===== src/rtl/i2c_tgt_pkg.sv =====
package i2c_tgt_pkg;
  localparam int OWN_W  = 10;
  localparam int BYTE_W = 8;
  localparam int CNT_W  = 4;
  localparam logic [4:0]        HDR10_TAG = 5'b11110;
  localparam logic [BYTE_W-1:0] GC_BYTE   = 8'h00;

  typedef enum logic [2:0] {
    PH_IDLE,
    PH_HDR,
    PH_ADR2,
    PH_WR,
    PH_RD,
    PH_IGN
  } phase_t;

  typedef enum logic [2:0] {
    HK_NONE,
    HK_OWN7,
    HK_GC,
    HK_T10W,
    HK_T10R
  } hdr_kind_t;
endpackage


===== src/rtl/i2c_tgt_lsync.sv =====
module i2c_tgt_lsync #(
  parameter int STAGES = 2
) (
  input  logic clk,
  input  logic rst,
  input  logic scl_in,
  input  logic sda_in,
  output logic sda_s,
  output logic scl_rise,
  output logic scl_fall,
  output logic start_c,
  output logic stop_c
);
  logic [STAGES-1:0] scl_ff, sda_ff;
  logic scl_q, sda_q, scl_s;

  always_ff @(posedge clk) begin
    if (rst) begin
      scl_ff <= '1;
      sda_ff <= '1;
      scl_q  <= 1'b1;
      sda_q  <= 1'b1;
    end else begin
      scl_ff <= {scl_ff[STAGES-2:0], scl_in};
      sda_ff <= {sda_ff[STAGES-2:0], sda_in};
      scl_q  <= scl_ff[STAGES-1];
      sda_q  <= sda_ff[STAGES-1];
    end
  end

  assign scl_s    = scl_ff[STAGES-1];
  assign sda_s    = sda_ff[STAGES-1];
  assign scl_rise = scl_s & ~scl_q;
  assign scl_fall = ~scl_s & scl_q;
  assign start_c  = scl_s & scl_q & sda_q & ~sda_s;
  assign stop_c   = scl_s & scl_q & ~sda_q & sda_s;
endmodule


===== src/rtl/i2c_tgt_amatch.sv =====
module i2c_tgt_amatch
  import i2c_tgt_pkg::*;
(
  input  logic [BYTE_W-1:0] byte_in,
  input  logic [OWN_W-1:0]  own,
  input  logic              addr10,
  input  logic              gc_en,
  input  logic              armed,
  output hdr_kind_t         kind,
  output logic              lo_ok
);
  logic rw;
  assign rw    = byte_in[0];
  assign lo_ok = (byte_in == own[7:0]);

  always_comb begin
    kind = HK_NONE;
    if (gc_en && byte_in == GC_BYTE) begin
      kind = HK_GC;
    end else if (addr10) begin
      if (byte_in[7:3] == HDR10_TAG && byte_in[2:1] == own[9:8]) begin
        if (!rw)       kind = HK_T10W;
        else if (armed) kind = HK_T10R;
      end
    end else if (byte_in[7:1] == own[6:0]) begin
      kind = HK_OWN7;
    end
  end
endmodule


===== src/rtl/i2c_tgt_core.sv =====
module i2c_tgt_core
  import i2c_tgt_pkg::*;
#(
  parameter int SYNC_STAGES = 2
) (
  input  logic              clk,
  input  logic              rst,
  input  logic              scl_in,
  input  logic              sda_in,
  output logic              sda_oe,
  input  logic [OWN_W-1:0]  cfg_own_addr,
  input  logic              cfg_addr10,
  input  logic              cfg_gc_en,
  input  logic              cfg_ack_en,
  input  logic [BYTE_W-1:0] tx_data,
  output logic              tx_load,
  output logic [BYTE_W-1:0] rx_data,
  output logic              rx_valid,
  output logic              addr_hit,
  output logic              is_read,
  output logic              gen_call,
  output logic              stop_det
);
  localparam logic [CNT_W-1:0] LAST_BIT = CNT_W'(BYTE_W);

  logic sda_s, scl_rise, scl_fall, start_c, stop_c;
  phase_t            phase;
  logic [CNT_W-1:0]  bitcnt;
  logic [BYTE_W-1:0] shreg, txsh;
  logic              own_ack, ten_armed;
  hdr_kind_t         kind;
  logic              lo_ok, rx_phase;

  i2c_tgt_lsync #(.STAGES(SYNC_STAGES)) u_sync (
    .clk(clk), .rst(rst), .scl_in(scl_in), .sda_in(sda_in),
    .sda_s(sda_s), .scl_rise(scl_rise), .scl_fall(scl_fall),
    .start_c(start_c), .stop_c(stop_c)
  );

  i2c_tgt_amatch u_match (
    .byte_in(shreg), .own(cfg_own_addr), .addr10(cfg_addr10),
    .gc_en(cfg_gc_en), .armed(ten_armed), .kind(kind), .lo_ok(lo_ok)
  );

  assign rx_phase = (phase == PH_HDR) || (phase == PH_ADR2) || (phase == PH_WR);

  always_ff @(posedge clk) begin
    if (rst) begin
      phase     <= PH_IDLE;
      bitcnt    <= '0;
      shreg     <= '0;
      txsh      <= '0;
      own_ack   <= 1'b0;
      ten_armed <= 1'b0;
      sda_oe    <= 1'b0;
      tx_load   <= 1'b0;
      rx_data   <= '0;
      rx_valid  <= 1'b0;
      addr_hit  <= 1'b0;
      is_read   <= 1'b0;
      gen_call  <= 1'b0;
      stop_det  <= 1'b0;
    end else begin
      rx_valid <= 1'b0;
      tx_load  <= 1'b0;
      stop_det <= 1'b0;
      if (stop_c) begin
        phase     <= PH_IDLE;
        sda_oe    <= 1'b0;
        own_ack   <= 1'b0;
        ten_armed <= 1'b0;
        addr_hit  <= 1'b0;
        is_read   <= 1'b0;
        gen_call  <= 1'b0;
        stop_det  <= 1'b1;
      end else if (start_c) begin
        phase    <= PH_HDR;
        bitcnt   <= '0;
        sda_oe   <= 1'b0;
        own_ack  <= 1'b0;
        addr_hit <= 1'b0;
        is_read  <= 1'b0;
        gen_call <= 1'b0;
      end else if (phase != PH_IDLE) begin
        if (scl_rise) begin
          if (bitcnt == LAST_BIT) begin
            bitcnt  <= '0;
            own_ack <= 1'b0;
            if (phase == PH_RD && !own_ack && sda_s) phase <= PH_IGN;
          end else begin
            bitcnt <= bitcnt + CNT_W'(1);
            if (rx_phase) shreg <= {shreg[BYTE_W-2:0], sda_s};
          end
        end else if (scl_fall) begin
          if (bitcnt == LAST_BIT) begin
            unique case (phase)
              PH_HDR: begin
                unique case (kind)
                  HK_OWN7: begin
                    addr_hit <= 1'b1;
                    is_read  <= shreg[0];
                    phase    <= shreg[0] ? PH_RD : PH_WR;
                    sda_oe   <= cfg_ack_en;
                    own_ack  <= 1'b1;
                  end
                  HK_GC: begin
                    addr_hit <= 1'b1;
                    gen_call <= 1'b1;
                    phase    <= PH_WR;
                    sda_oe   <= cfg_ack_en;
                    own_ack  <= 1'b1;
                  end
                  HK_T10W: begin
                    phase   <= PH_ADR2;
                    sda_oe  <= cfg_ack_en;
                    own_ack <= 1'b1;
                  end
                  HK_T10R: begin
                    addr_hit <= 1'b1;
                    is_read  <= 1'b1;
                    phase    <= PH_RD;
                    sda_oe   <= cfg_ack_en;
                    own_ack  <= 1'b1;
                  end
                  default: begin
                    phase  <= PH_IGN;
                    sda_oe <= 1'b0;
                  end
                endcase
              end
              PH_ADR2: begin
                if (lo_ok) begin
                  addr_hit  <= 1'b1;
                  ten_armed <= 1'b1;
                  phase     <= PH_WR;
                  sda_oe    <= cfg_ack_en;
                  own_ack   <= 1'b1;
                end else begin
                  phase  <= PH_IGN;
                  sda_oe <= 1'b0;
                end
              end
              PH_WR: begin
                rx_data  <= shreg;
                rx_valid <= 1'b1;
                sda_oe   <= cfg_ack_en;
                own_ack  <= 1'b1;
              end
              default: sda_oe <= 1'b0;
            endcase
          end else if (bitcnt == '0) begin
            if (phase == PH_RD) begin
              txsh    <= tx_data;
              sda_oe  <= ~tx_data[BYTE_W-1];
              tx_load <= 1'b1;
            end else begin
              sda_oe <= 1'b0;
            end
          end else if (phase == PH_RD) begin
            sda_oe <= ~txsh[~bitcnt[2:0]];
          end
        end
      end
    end
  end

  // an idle or unaddressed target keeps SDA released
  p_quiet_unaddr_r9: assert property (@(posedge clk) disable iff (rst)
    (phase == PH_IGN || phase == PH_IDLE) |-> !sda_oe);

  // a STOP seen by the line detector releases SDA and clears status
  p_stop_release_r1: assert property (@(posedge clk) disable iff (rst)
    stop_c |=> (!sda_oe && !addr_hit && stop_det));

  p_stop_single_r1: assert property (@(posedge clk) disable iff (rst)
    stop_det |=> !stop_det);

  // one strobe per received byte
  p_rx_single_r2: assert property (@(posedge clk) disable iff (rst)
    rx_valid |=> !rx_valid);

  // outside a read, a new pull-low needs acknowledge enabled
  p_ack_gate_r6: assert property (@(posedge clk) disable iff (rst)
    ($rose(sda_oe) && phase != PH_RD) |-> $past(cfg_ack_en));

  // transmit bytes are only taken while addressed for read
  p_tx_in_read_r7: assert property (@(posedge clk) disable iff (rst)
    tx_load |-> (is_read && addr_hit));

  // general call is a write only
  p_gc_write_r5: assert property (@(posedge clk) disable iff (rst)
    gen_call |-> !is_read);
endmodule


===== config.mk =====
export PLATFORM = sky130hd
export DESIGN_NAME = i2c_tgt_core
export DESIGN_NICKNAME = d
export VERILOG_FILES = /design/src/rtl/i2c_tgt_pkg.sv /design/src/rtl/i2c_tgt_lsync.sv /design/src/rtl/i2c_tgt_amatch.sv /design/src/rtl/i2c_tgt_core.sv
export SDC_FILE = /design/constraint.sdc
export NUM_CORES = 1
export LEC_CHECK = 0
export CAP_MARGIN = 30
export CORE_MARGIN = 5
export CORE_UTILIZATION = 41
export CTS_CLUSTER_SIZE = 30
export DETAILED_ROUTE_END_ITERATION = 12
export DONT_BUFFER_PORTS = 1
export GPL_ROUTABILITY_DRIVEN = 0
export SYNTH_ARGS = -nofsm -noshare
export SYNTH_HDL_FRONTEND = slang
export SYNTH_SLANG_ARGS = --single-unit

===== constraint.sdc =====
create_clock -name clk -period 3.05 [get_ports clk]
set_input_delay 0.61 -clock clk [delete_from_list [all_inputs] [get_ports clk]]
set_output_delay 0.61 -clock clk [all_outputs]
set_load 0.02 [all_outputs]

== Word-level counts from Yosys, hierarchy flattened ==
Cells that the tools add are included.

* Word-level logic and storage cells: 143
* Output and inout port bits: 15
* Bits of input ports: 25
* Register bits: 46

* Add/subtract/negate cells: 1
* Mux-type cells: 43
* $lt $le $gt $ge: 1
* Equal/unequal tests: 19
* Bitwise logic cells: 21
* Reductions and logical operators: 39

{| class="wikitable"
|+ Operators with widths
! kind !! number
|-
| 3-bit two-way mux || 12
|-
| 6-bit AND reduction || 4
|-
| 7-bit AND reduction || 3
|-
| 1-bit two-way mux || 20
|-
| 4-bit two-way mux || 4
|-
| 1-bit NOT || 13
|-
| 3-bit by 2-bit == test with 1-bit output, second input constant || 4
|-
| 3-bit one-hot mux with 4 select lines || 1
|-
| 2-bit nonzero test || 6
|-
| 3-bit nonzero test || 4
|-
| 5-bit AND reduction || 2
|-
| 8-bit == test || 1
|-
| 8-bit logical NOT || 1
|-
| 8-bit AND reduction || 1
|-
| 4-bit nonzero test || 2
|-
| 8-bit OR reduction || 1
|-
| 1-bit AND || 7
|-
| 7-bit == test || 1
|-
| 7-bit OR reduction || 1
|-
| 3-bit by 1-bit == test with 1-bit output, second input constant || 2
|-
| 3-bit == test, second input constant || 2
|-
| 3-bit != test, second input constant || 2
|-
| 1-bit one-hot mux with 3 select lines || 2
|-
| 3-bit one-hot mux with 2 select lines || 1
|-
| 20 further kinds || 27
|}

== Depth between registers and ports, before layout ==
Gate-level depths: netlist of run 1.

* Depth in word-level cells: 13
* Depth in mapped cells: 9
* Mapped depth without buffers: 8

== Modules after synthesis ==
From an unflattened synthesis of run 1, not the netlist that was laid out.

* Cell total of the unflattened synthesis: 259
* Area, all modules: 2,332.2 µm²

{| class="wikitable"
|+ By module, submodules not included
! module !! sequential area each (µm²) !! times used !! area an instance (µm²) !! cells each
|-
| i2c_tgt_core || 800.8 || 1 || 1,865.5 || 207
|-
| i2c_tgt_amatch || 0.0 || 1 || 276.5 || 36
|-
| i2c_tgt_lsync || 120.1 || 1 || 190.2 || 16
|}

== Worst setup path before layout of run 1 ==
Ideal clock, no wire load.

* Kind: in2reg
* Start: in cfg_own_addr[9]
* End: reg phase[1]
* Data required time: 2,934 ps
* Arrival: 1,725 ps
* Setup time: 116 ps
* Buffers on the path: 0
* Path slack: 1,209 ps
* Cell stages on the path: 6
* Path through: xor2_1 -> nor4_4 -> nand3_1 -> a21o_1 -> and4_1 -> a31o_1

* Word-level cells in the longest chain between the ends: 11
* Elaborated cells between the ends (all ways): 14
* Classes of those cells: eq/ne (5); mux (8); reduce/logical (1)

{| class="wikitable"
|+ Ends and longest elaborated chain
! what !! RTL line !! RTL
|-
| start, declared || i2c_tgt_core.sv:11 || <nowiki>input logic [OWN_W-1:0] cfg_own_addr,</nowiki>
|-
| 2-bit == test (*) || i2c_tgt_amatch.sv:21 || <nowiki>if (byte_in[7:3] == HDR10_TAG && byte_in[2:1] == own[9:8]) begin</nowiki>
|-
| 1-bit logical AND (*) || i2c_tgt_amatch.sv:21 ||
|-
| 3-bit two-way mux (*) || i2c_tgt_amatch.sv:21 ||
|-
| 3-bit two-way mux (*) || i2c_tgt_amatch.sv:20 || <nowiki>end else if (addr10) begin</nowiki>
|-
| 3-bit two-way mux (*) || i2c_tgt_amatch.sv:18 || <nowiki>if (gc_en && byte_in == GC_BYTE) begin</nowiki>
|-
| 3-bit == test (tied with other cells) || i2c_tgt_core.sv:98 || <nowiki>unique case (kind)</nowiki>
|-
| 3-bit one-hot mux with 4 select lines (*) || i2c_tgt_core.sv:98 ||
|-
| 3-bit one-hot mux with 2 select lines (*) || i2c_tgt_core.sv:96 || <nowiki>unique case (phase)</nowiki>
|-
| 3-bit two-way mux (*) || i2c_tgt_core.sv:95 || <nowiki>if (bitcnt == LAST_BIT) begin</nowiki>
|-
| 3-bit two-way mux (*) || i2c_tgt_core.sv:94 || <nowiki>end else if (scl_fall) begin</nowiki>
|-
| 3-bit two-way mux (*) || i2c_tgt_core.sv:85 || <nowiki>if (scl_rise) begin</nowiki>
|-
| end signal, assigned || i2c_tgt_core.sv:102 || <nowiki>phase <= shreg[0] ? PH_RD : PH_WR;</nowiki>
|-
| end, declared || i2c_tgt_core.sv:27 || <nowiki>phase_t phase;</nowiki>
|}

Mark *: on every way between the ends. The rest lies on a longest branch, timed or not. The select of a mux whose other input is x is not followed.
A chain may end at the register's enable or synchronous reset.

== Final worst setup path of run 1 ==
* Start: reg bitcnt[0]
* End: reg rx_data[6]

* Word-level cells in the longest chain between the ends: 2

{| class="wikitable"
|+ Ends and longest elaborated chain
! what !! RTL line !! RTL
|-
| start, declared || i2c_tgt_core.sv:28 || <nowiki>logic [CNT_W-1:0] bitcnt;</nowiki>
|-
| start signal, assigned || i2c_tgt_core.sv:91 || <nowiki>bitcnt <= bitcnt + CNT_W'(1);</nowiki>
|-
| 4-bit == test || i2c_tgt_core.sv:95 ||
|-
| 7-bit AND reduction (no source line) || n/a ||
|-
| end signal, assigned || i2c_tgt_core.sv:144 || <nowiki>rx_data <= shreg;</nowiki>
|-
| end, declared || i2c_tgt_core.sv:17 || <nowiki>output logic [BYTE_W-1:0] rx_data,</nowiki>
|}

Every way passes these cells.

==> results.toml, run 1 <==
[floorplanning]
die_w_um = 87.0
io_pins = 40
num_rows = 28
fp.coreArea_um2 = 5850
die_area_um2 = 7580
fp.dieH_um = 87.0
start_util_pct = 41.6

[critical_path]
required_ns = 3.26
critPathKind = "reg2reg"
critPathMaxStageDelay_ns = 0.51
worst_setup_path_start_kind = "register"
crit_fanout = 8
critPathCaptureType = "register"
crit_slowest_cell = "and3_1"
arrival_ns = 2.41
crit_chain = "inv_1 -> ha_1 -> nand3b_1 -> nor2_1 -> and3_1 -> and3_1 -> mux2i_1 -> nor2_1"

[timing]
hold_slack_ns = 0.363
period_share_pct = 72.3
rsz0062_at_grt = "false"
finalSetupTns_ns = 0
hold_violations = 0
setup_viol = 0
max_slew_margin_pct = 59.3
finalClockSkew_ns = 0.00580
finalCriticalPeriod_ns = 2.20
worst_slew_pin_slew_ns = 0.610
slew_viol_final = 0
max_freq_mhz = 454

[routing]
drc = 0
dr_total_vias = 1837
via_per_inst = 5.42
drt_iter0_drc = 98
wire_per_inst_um = 15.8
antenna_left = 0
drt_wl_total_mm = 5.37
drt_pass1_iterations = 4

[power_and_ir_drop]
swShare_pct = 24.9
p_clk_share_pct = 37.0
seq_power_share_pct = 57.8
power_per_cell_area_nw_per_um2 = 421
p_switching_mw = 0.264
pwr-share-comb_pct = 5.1
vdd_drop_max_mv = 0.189
intPower_mw = 0.795
power.leakage_nw = 1.08

[layout]
regArea_um2 = 921
final_cell_mix = "nor2_1 (46), dfxtp_1 (46), mux2i_1 (24)"
num-nets-final = 294
syn_to_final_growth_pct = 3.29
drive_gt1_share_pct = 7.95
multi_input_area_um2 = 1380
nFillCells = 580
antennaDiodeCount = 0

[synthesis]
synth_top_cell_area_share_pct = 37.8
synth_area_um2 = 2430
yosysSeqAreaShare_pct = 37.8
synth_area_per_cell_um2 = 8.91
ys_ff_latch = 46
yosys_warnings = 0
synth_edf_count = 0
synth.distinct_cells = 49
syn_nets = 304
synthTopCellsByArea = "dfxtp_1 (38%), mux2i_1 (9.9%), xor2_1 (7.2%), nor2_1 (7.1%), ha_1 (3.1%)"
postSynthCellCount = 273
synth-async-reset-ratio_pct = 0
yosysTopAreaCell = "dfxtp_1"
ys.flop_type = "dfxtp_1"

[global_route]
grt_overflow = 0
antenna_found_initial = 0
grt_pass1_wl_mm = 8.92
grt.total_usage_pct = 14.8
grt_pass1_vias = 1769
grt_max_degree = 39

[cts]
cts_inserted_buffers = 5
cts_buffer_depth = 2
root_buffer = "clkbuf_8"
insertion_delay_ns = 0.31
postCtsSetupRepairBufs = 0
cts_sinks = 46
cts.htree.levels = 2
cts_resized = 0
cts_tree = "done"
cts-hold-fix-buffers = 0
clk_pin_slew_ns = 0.09

[placement]
portBuffers = 0
dp_hpwl_mm = 3.96

[flow_run]
max-cap-violations = 0

[worst_hold_path]
hold_class = "in2reg"

[status]
status = "finished, final reports clean"
-- critical path: cells and delay by family (launching register included) --
kind	cells	cell delay, ns
flip-flops	1	0.40
buffers and inverters	1	0.09
adder cells (fa/ha/maj)	1	0.20
AND/OR/NAND/NOR	5	1.19
multiplexers	1	0.25
-- power groups by stage --
| stage | logic, mW | clock network (mW) | registers, mW |
|---|---|---|---|
| floorplan | 0.0516 | 0 | 0.622 |
| global placement | 0.0530 | 0 | 0.626 |
| detailed placement | 0.0531 | 0 | 0.626 |
| CTS | 0.0535 | 0.404 | 0.613 |
| global route | 0.0603 | 0.430 | 0.614 |
| finish | 0.0543 | 0.392 | 0.612 |
-- registers in the layout (all words and copies together) (netlist names) --
name,cells
u_sync.scl_q,1
u_sync.sda_q,1
own_ack,1
bitcnt,4
is_read,1
stop_det,1
shreg,8
rx_data,8
txsh,8
tx_load,1
addr_hit,1
u_sync.sda_ff,2
u_sync.scl_ff,2
sda_oe,1
phase,3
ten_armed,1
rx_valid,1
gen_call,1
-- per-layer routing --
metal,routed length (um),track usage [%],vias to the layer above
met2,2490,22.8,42
li1,-,-,921
met4,119,6.23,0
met3,230,4.07,9
met1,2530,19.4,865
met5,0,0,-
-- synth_stat cells, types with 4 or more instances --
master and number:
buf_2 9, nor2_1 46, xor2_1 20, o21ai_0 9, dfxtp_1 46, nor4_1 4
nand3_1 5, a21oi_1 9, nand2_1 17, or2_2 6, clkbuf_1 4, nor2b_1 6
buf_6 4, and3_1 5, ha_1 6, mux2i_1 24, inv_1 7
-- final timing paths --
check                      to        startpoint  depth (start not counted)  slack [ns]
max                rx_data[6]         bitcnt[0]                          8        0.85
min                 bitcnt[1]               rst                          1        0.36
max reg2reg        rx_data[6]         bitcnt[0]                          8        0.85
min reg2reg  u_sync.sda_ff[1]  u_sync.sda_ff[0]                          1        0.41
-- layout make-up --
type,instances,area share (%)
Multi-Input combinational cell,203,55.0
Sequential cell,46,36.6
Tap cell,75,3.73
Clock inverter,3,0.896
Inverter,7,1.05
Clock buffer,5,2.74
-- kinds of logic (layout without fill, tap and decap cells) --
family	count (synthesis)	in the layout	share of synthesized area [%]
and+or+nand+nor	112	112	23.8
DFF	46	46	37.8
AOI/OAI and AO/OA	37	37	9.92
muxes	26	26	11.7
buffers and inverters	24	15	5.40
xor gates and xnor gates	22	22	8.23
adders and majority gates	6	6	3.08
-- metrics by stage --
stage               area, um^2  util, %  cells  total power, mW  worst slack [ns]
floorplan                 2430        -    273            0.674              1.21
global placement          2420     41.4    331            0.679             0.865
detailed placement        2420     41.4    331            0.680             0.843
CTS                       2510     43.0    339             1.07             0.819
global route              2510     43.0    339             1.10             0.649
finish                    2510     43.0    339             1.06             0.846
No activity file was read; power rests on OpenSTA's default activity.
==> run 2: changes to the inputs <==
Clock period 3.05 ns to 2.12 ns, I/O delays scaled along.
==> run 2 against run 1 <==
Net effect:
- non-clock buffer count increased by 17
- count of clock-buffer cells in the layout grew 1
- critical path type unchanged
- total power is 53% higher
- largest cell class unchanged
- highest routed layer unchanged
- register-to-register slack lost 0.67 ns
==> results.toml, run 2 (synthesized netlist as in run 1, its figures left out) <==
[global_route]
grt_max_degree = 39
antenna_found_initial = 0
grt_pass1_wl_mm = 9.31
grt_pass1_vias = 1782
grt.total_usage_pct = 15.6
grt_overflow = 0

[timing]
finalCriticalPeriod_ns = 1.94
finalClockSkew_ns = 0.00437
slew_viol_final = 0
max_freq_mhz = 516
period_share_pct = 91.5
max_slew_margin_pct = 65.2
finalSetupTns_ns = 0
hold_violations = 0
setup_viol = 0
worst_slew_pin_slew_ns = 0.520
rsz0062_at_grt = "false"

[power_and_ir_drop]
p_total_mw = 1.62
vdd_drop_max_mv = 0.250
power.leakage_nw = 1.18
power_per_cell_area_nw_per_um2 = 603

[floorplanning]
num_rows = 28
die_area_um2 = 7580
fp.dieH_um = 87.0
fp.coreArea_um2 = 5850
die_w_um = 87.0
io_pins = 40
start_util_pct = 41.6

[cts]
insertion_delay_ns = 0.30
cts_buffer_depth = 2
root_buffer = "clkbuf_8"
cts_inserted_buffers = 5
cts_tree = "done"
cts.htree.levels = 2
cts_sinks = 46
cts-hold-fix-buffers = 0
clk_pin_slew_ns = 0.09

[layout]
reg_top3 = "rx_data x8, shreg x8, txsh x8"
drive_gt1_share_pct = 13.5
final_cell_mix = "nor2_1 (46), dfxtp_1 (46), mux2i_1 (24)"
syn_to_final_growth_pct = 10.1
nFillCells = 574
num-nets-final = 311
antennaDiodeCount = 0

[placement]
portBuffers = 0
dp_hpwl_mm = 4.08

[critical_path]
critPathKind = "reg2reg"
r2r_cells = 9
ff2ff_setup_slack_ns = 0.18
rr_endpoint = "rx_data[5]"
timing.rr.start = "bitcnt[1]"
arrival_ns = 2.13
worst_setup_path_start_kind = "register"
critPathCaptureType = "register"
crit_fanout = 8
required_ns = 2.32

[flow_run]
max-cap-violations = 0

[routing]
drc = 0
antenna_left = 0
dr_total_vias = 1855
drt_wl_total_mm = 5.52
wire_per_inst_um = 15.5
drt_iter0_drc = 143
drt_pass1_iterations = 4
via_per_inst = 5.21

[status]
status = "finished, final reports clean"

[worst_hold_path]
holdPathEnd = "txsh[0]"
min_path_cells = 1
hold_class = "in2reg"
min_from = "rst"
run 2: cell type report:
| class | count | area [um^2] | area share, % |
|---|---|---|---|
| multi-input combinational | 203 | 1390 | 51.8 |
| inverter | 7 | 26.3 | 0.981 |
| sequential | 46 | 921 | 34.4 |
| tap | 75 | 93.8 | 3.50 |
| clock buffer | 6 | 72.6 | 2.71 |
| timing repair buffer | 17 | 140 | 5.23 |
| clock inverter | 2 | 37.5 | 1.40 |
run 2: timing repair:
item,4_1_cts,5_1_grt
gates resized for setup,0,1
setup buffers,0,1
setup endpoints to repair,0,2
run 2: metal layers:
layer  global-route usage, %  share of wire [%]  vias to the layer above
met2                    23.0                 45                       32
met5                       0                  0                        -
met3                    4.35                4.4                        8
met1                    21.8                 48                      864
li1                        -                  -                      951
met4                    5.10                1.7                        0
run 2: worst max path at each step:
| stage | from | end | slack (ns) | depth (start not counted) |
|---|---|---|---|---|
| floorplan | u_sync.scl_q | phase[0] | 0.32 | 7 |
| global route | bitcnt[1] | rx_data[4] | 0.01 | 9 |
| CTS | u_sync.scl_q | phase[0] | 0.15 | 7 |
| finish | bitcnt[1] | rx_data[5] | 0.18 | 9 |
| global placement | u_sync.scl_q | phase[0] | 0.21 | 7 |
| detailed placement | u_sync.scl_q | phase[0] | 0.16 | 7 |
run 2: where the power goes:
part | internal, mW | leakage, nW | total, mW | switching [mW]
Clock | 0.352 | 0.0514 | 0.648 | 0.296
Combinational | 0.0416 | 0.753 | 0.0897 | 0.0481
Sequential | 0.870 | 0.372 | 0.878 | 0.00777
run 2: through the flow:
stage	instances	instance area, um^2	util [%]	setup slack [ns]	hold WS [ns]
2_1_floorplan	273	2430	-	0.315	0.389
3_3_place_gp	347	2550	43.7	0.210	0.391
3_5_place_dp	347	2550	43.7	0.165	0.394
4_1_cts	355	2670	45.6	0.145	0.175
5_1_grt	356	2680	45.8	0.0148	0.162
6_report	356	2680	45.8	0.181	0.185
run 2: worst max-delay path, stage by stage (launching register included):
cell      delay [ns]
dfxtp_1         0.37
inv_1           0.09
ha_1            0.18
nand3b_1        0.18
nor2_1          0.17
and3_1          0.24
and3_1          0.22
buf_12          0.14
mux2i_1         0.18
nor2_1          0.05
==> run 3: changes to the inputs <==
Settings changed: PLACE_DENSITY_LB_ADDON set to 0.12, TNS_END_PERCENT set to 50.
==> run 3 against run 2 <==
Net effect:
- combinational power fell by 3.2%
- critical path depth is 2 lower
- worst setup slack got worse by 0.040 ns
- total power up 0.33%
- sequential power is essentially flat
- highest routed layer unchanged
- count of clock-buffer cells in the layout is the same
- critical endpoint is now phase[0]
- register-to-register slack got worse by 0.04 ns
==> results.toml, run 3 (synthesized netlist as in run 1, its figures left out) <==
[timing]
period_share_pct = 93.4
max_slew_margin_pct = 66.6
hold_slack_ns = 0.189
max_freq_mhz = 505
finalCriticalPeriod_ns = 1.98
finalClockSkew_ns = 0.00317
slew_viol_final = 0
setup_viol = 0
worst_slew_pin_slew_ns = 0.500
finalSetupTns_ns = 0
hold_violations = 0
rsz0062_at_grt = "false"

[placement]
dp.cells = 347
dp_hpwl_mm = 4.14
portBuffers = 0

[floorplanning]
start_util_pct = 41.6
fp.dieH_um = 87.0
io_pins = 40
die_area_um2 = 7580
fp.coreArea_um2 = 5850
die_w_um = 87.0
num_rows = 28

[layout]
num-nets-final = 310
regArea_um2 = 921
drive_gt1_share_pct = 12.9
antennaDiodeCount = 0
syn_to_final_growth_pct = 9.51
final_cell_mix = "nor2_1 (46), dfxtp_1 (46), mux2i_1 (24)"
final_util_pct = 45.6
stdcell_count = 355
reg_top3 = "rx_data x8, shreg x8, txsh x8"
nFillCells = 570
multi_input_area_um2 = 1380

[worst_hold_path]
hold_class = "in2reg"
holdPathEnd = "txsh[7]"
min_path_cells = 1
min_from = "rst"

[critical_path]
cpLargestDelayFamily = "compound AO/OA/AOI/OAI gates"
worst_setup_path_start_kind = "register"
crit_slowest_cell = "dfxtp_1"
crit_chain = "inv_1 -> ha_1 -> nor4b_1 -> a21oi_1 -> a211oi_2 -> nand2_1 -> o311a_1"
critPathKind = "reg2reg"
timing.rr.start = "u_sync.scl_q"
rr_endpoint = "phase[0]"
critPathBufInv = 1
ff2ff_setup_slack_ns = 0.14
arrival_ns = 2.17
critPathMaxStageDelay_ns = 0.39
critPathCaptureType = "register"
crit_fanout = 7
required_ns = 2.31
r2r_cells = 7

[global_route]
grt.total_usage_pct = 15.1
grt_pass1_wl_mm = 9.03
grt_max_degree = 39
grt_overflow = 0
antenna_found_initial = 0
grt_pass1_vias = 1702

[cts]
cts_resized = 0
cts-hold-fix-buffers = 0
cts_buffer_depth = 2
clk_pin_slew_ns = 0.09
cts_tree = "done"
cts.htree.levels = 2
postCtsSetupRepairBufs = 0
insertion_delay_ns = 0.29
root_buffer = "clkbuf_8"
cts_sinks = 46
cts_inserted_buffers = 5

[power_and_ir_drop]
p_total_mw = 1.62
vdd_drop_max_mv = 0.388
power_per_cell_area_nw_per_um2 = 608
power.leakage_nw = 1.17

[routing]
wire_per_inst_um = 15.6
dr_total_vias = 1866
via_per_inst = 5.26
antenna_left = 0
drt_pass1_iterations = 4
drt_iter0_drc = 110
drt_wl_total_mm = 5.53
drc = 0

[flow_run]
max-cap-violations = 0

[status]
status = "finished, final reports clean"
-- run 3: changes by cell type in the layout (fill, tap and decap cells not counted) --
cell and change:
buf_4 -1, nor4b_1 +1, nor4b_2 -1
-- run 3: where the power goes --
| part | internal [mW] | leakage (nW) | switching, mW |
|---|---|---|---|
| registers | 0.870 | 0.372 | 0.00818 |
| clock network | 0.352 | 0.0514 | 0.304 |
| logic | 0.0401 | 0.744 | 0.0467 |
| total | 1.26 | 1.17 | 0.359 |
-- run 3: final cells by class --
class                   count  area share, %
flip-flops and latches     46           34.6
multi-input cells         203           51.8
clock buffers               6           2.72
well taps                  75           3.52
inverters                   7          0.986
repair buffers             16           4.98
clock inverters             2           1.41
-- run 3: per-layer routing --
layer / GRT usage [%] / vias to the layer above / part of all wire [%]
li1: - / 954 / -
met1: 23.4 / 864 / 50
met2: 20.2 / 43 / 43
met3: 3.88 / 5 / 6.3
met4: 4.25 / 0 / 1.0
met5: 0 / - / 0
-- run 3: worst register-to-register path, cell delays in order (launching register included) --
cell      delay (ns)
dfxtp_1         0.39
inv_1           0.06
ha_1            0.28
nor4b_1         0.28
a21oi_1         0.09
a211oi_2        0.32
nand2_1         0.12
o311a_1         0.35
-- run 3: metrics by stage --
stage / setup WS (ns) / area, um^2
4_1_cts: 0.150 / 2670
5_1_grt: 0.0103 / 2670
3_5_place_dp: 0.179 / 2550
2_1_floorplan: 0.315 / 2430
6_report: 0.140 / 2670
3_3_place_gp: 0.227 / 2550
-- run 3: worst max path at each step --
stage                            end    startpoint  cells after the start  slack [ns]
after CTS                   phase[0]  u_sync.scl_q                      7        0.15
after detailed placement    phase[0]  u_sync.scl_q                      7        0.18
after global placement    rx_data[7]     bitcnt[1]                      9        0.23
after global routing        phase[0]  u_sync.scl_q                      7        0.01
after floorplan             phase[0]  u_sync.scl_q                      7        0.32
final                       phase[0]  u_sync.scl_q                      7        0.14
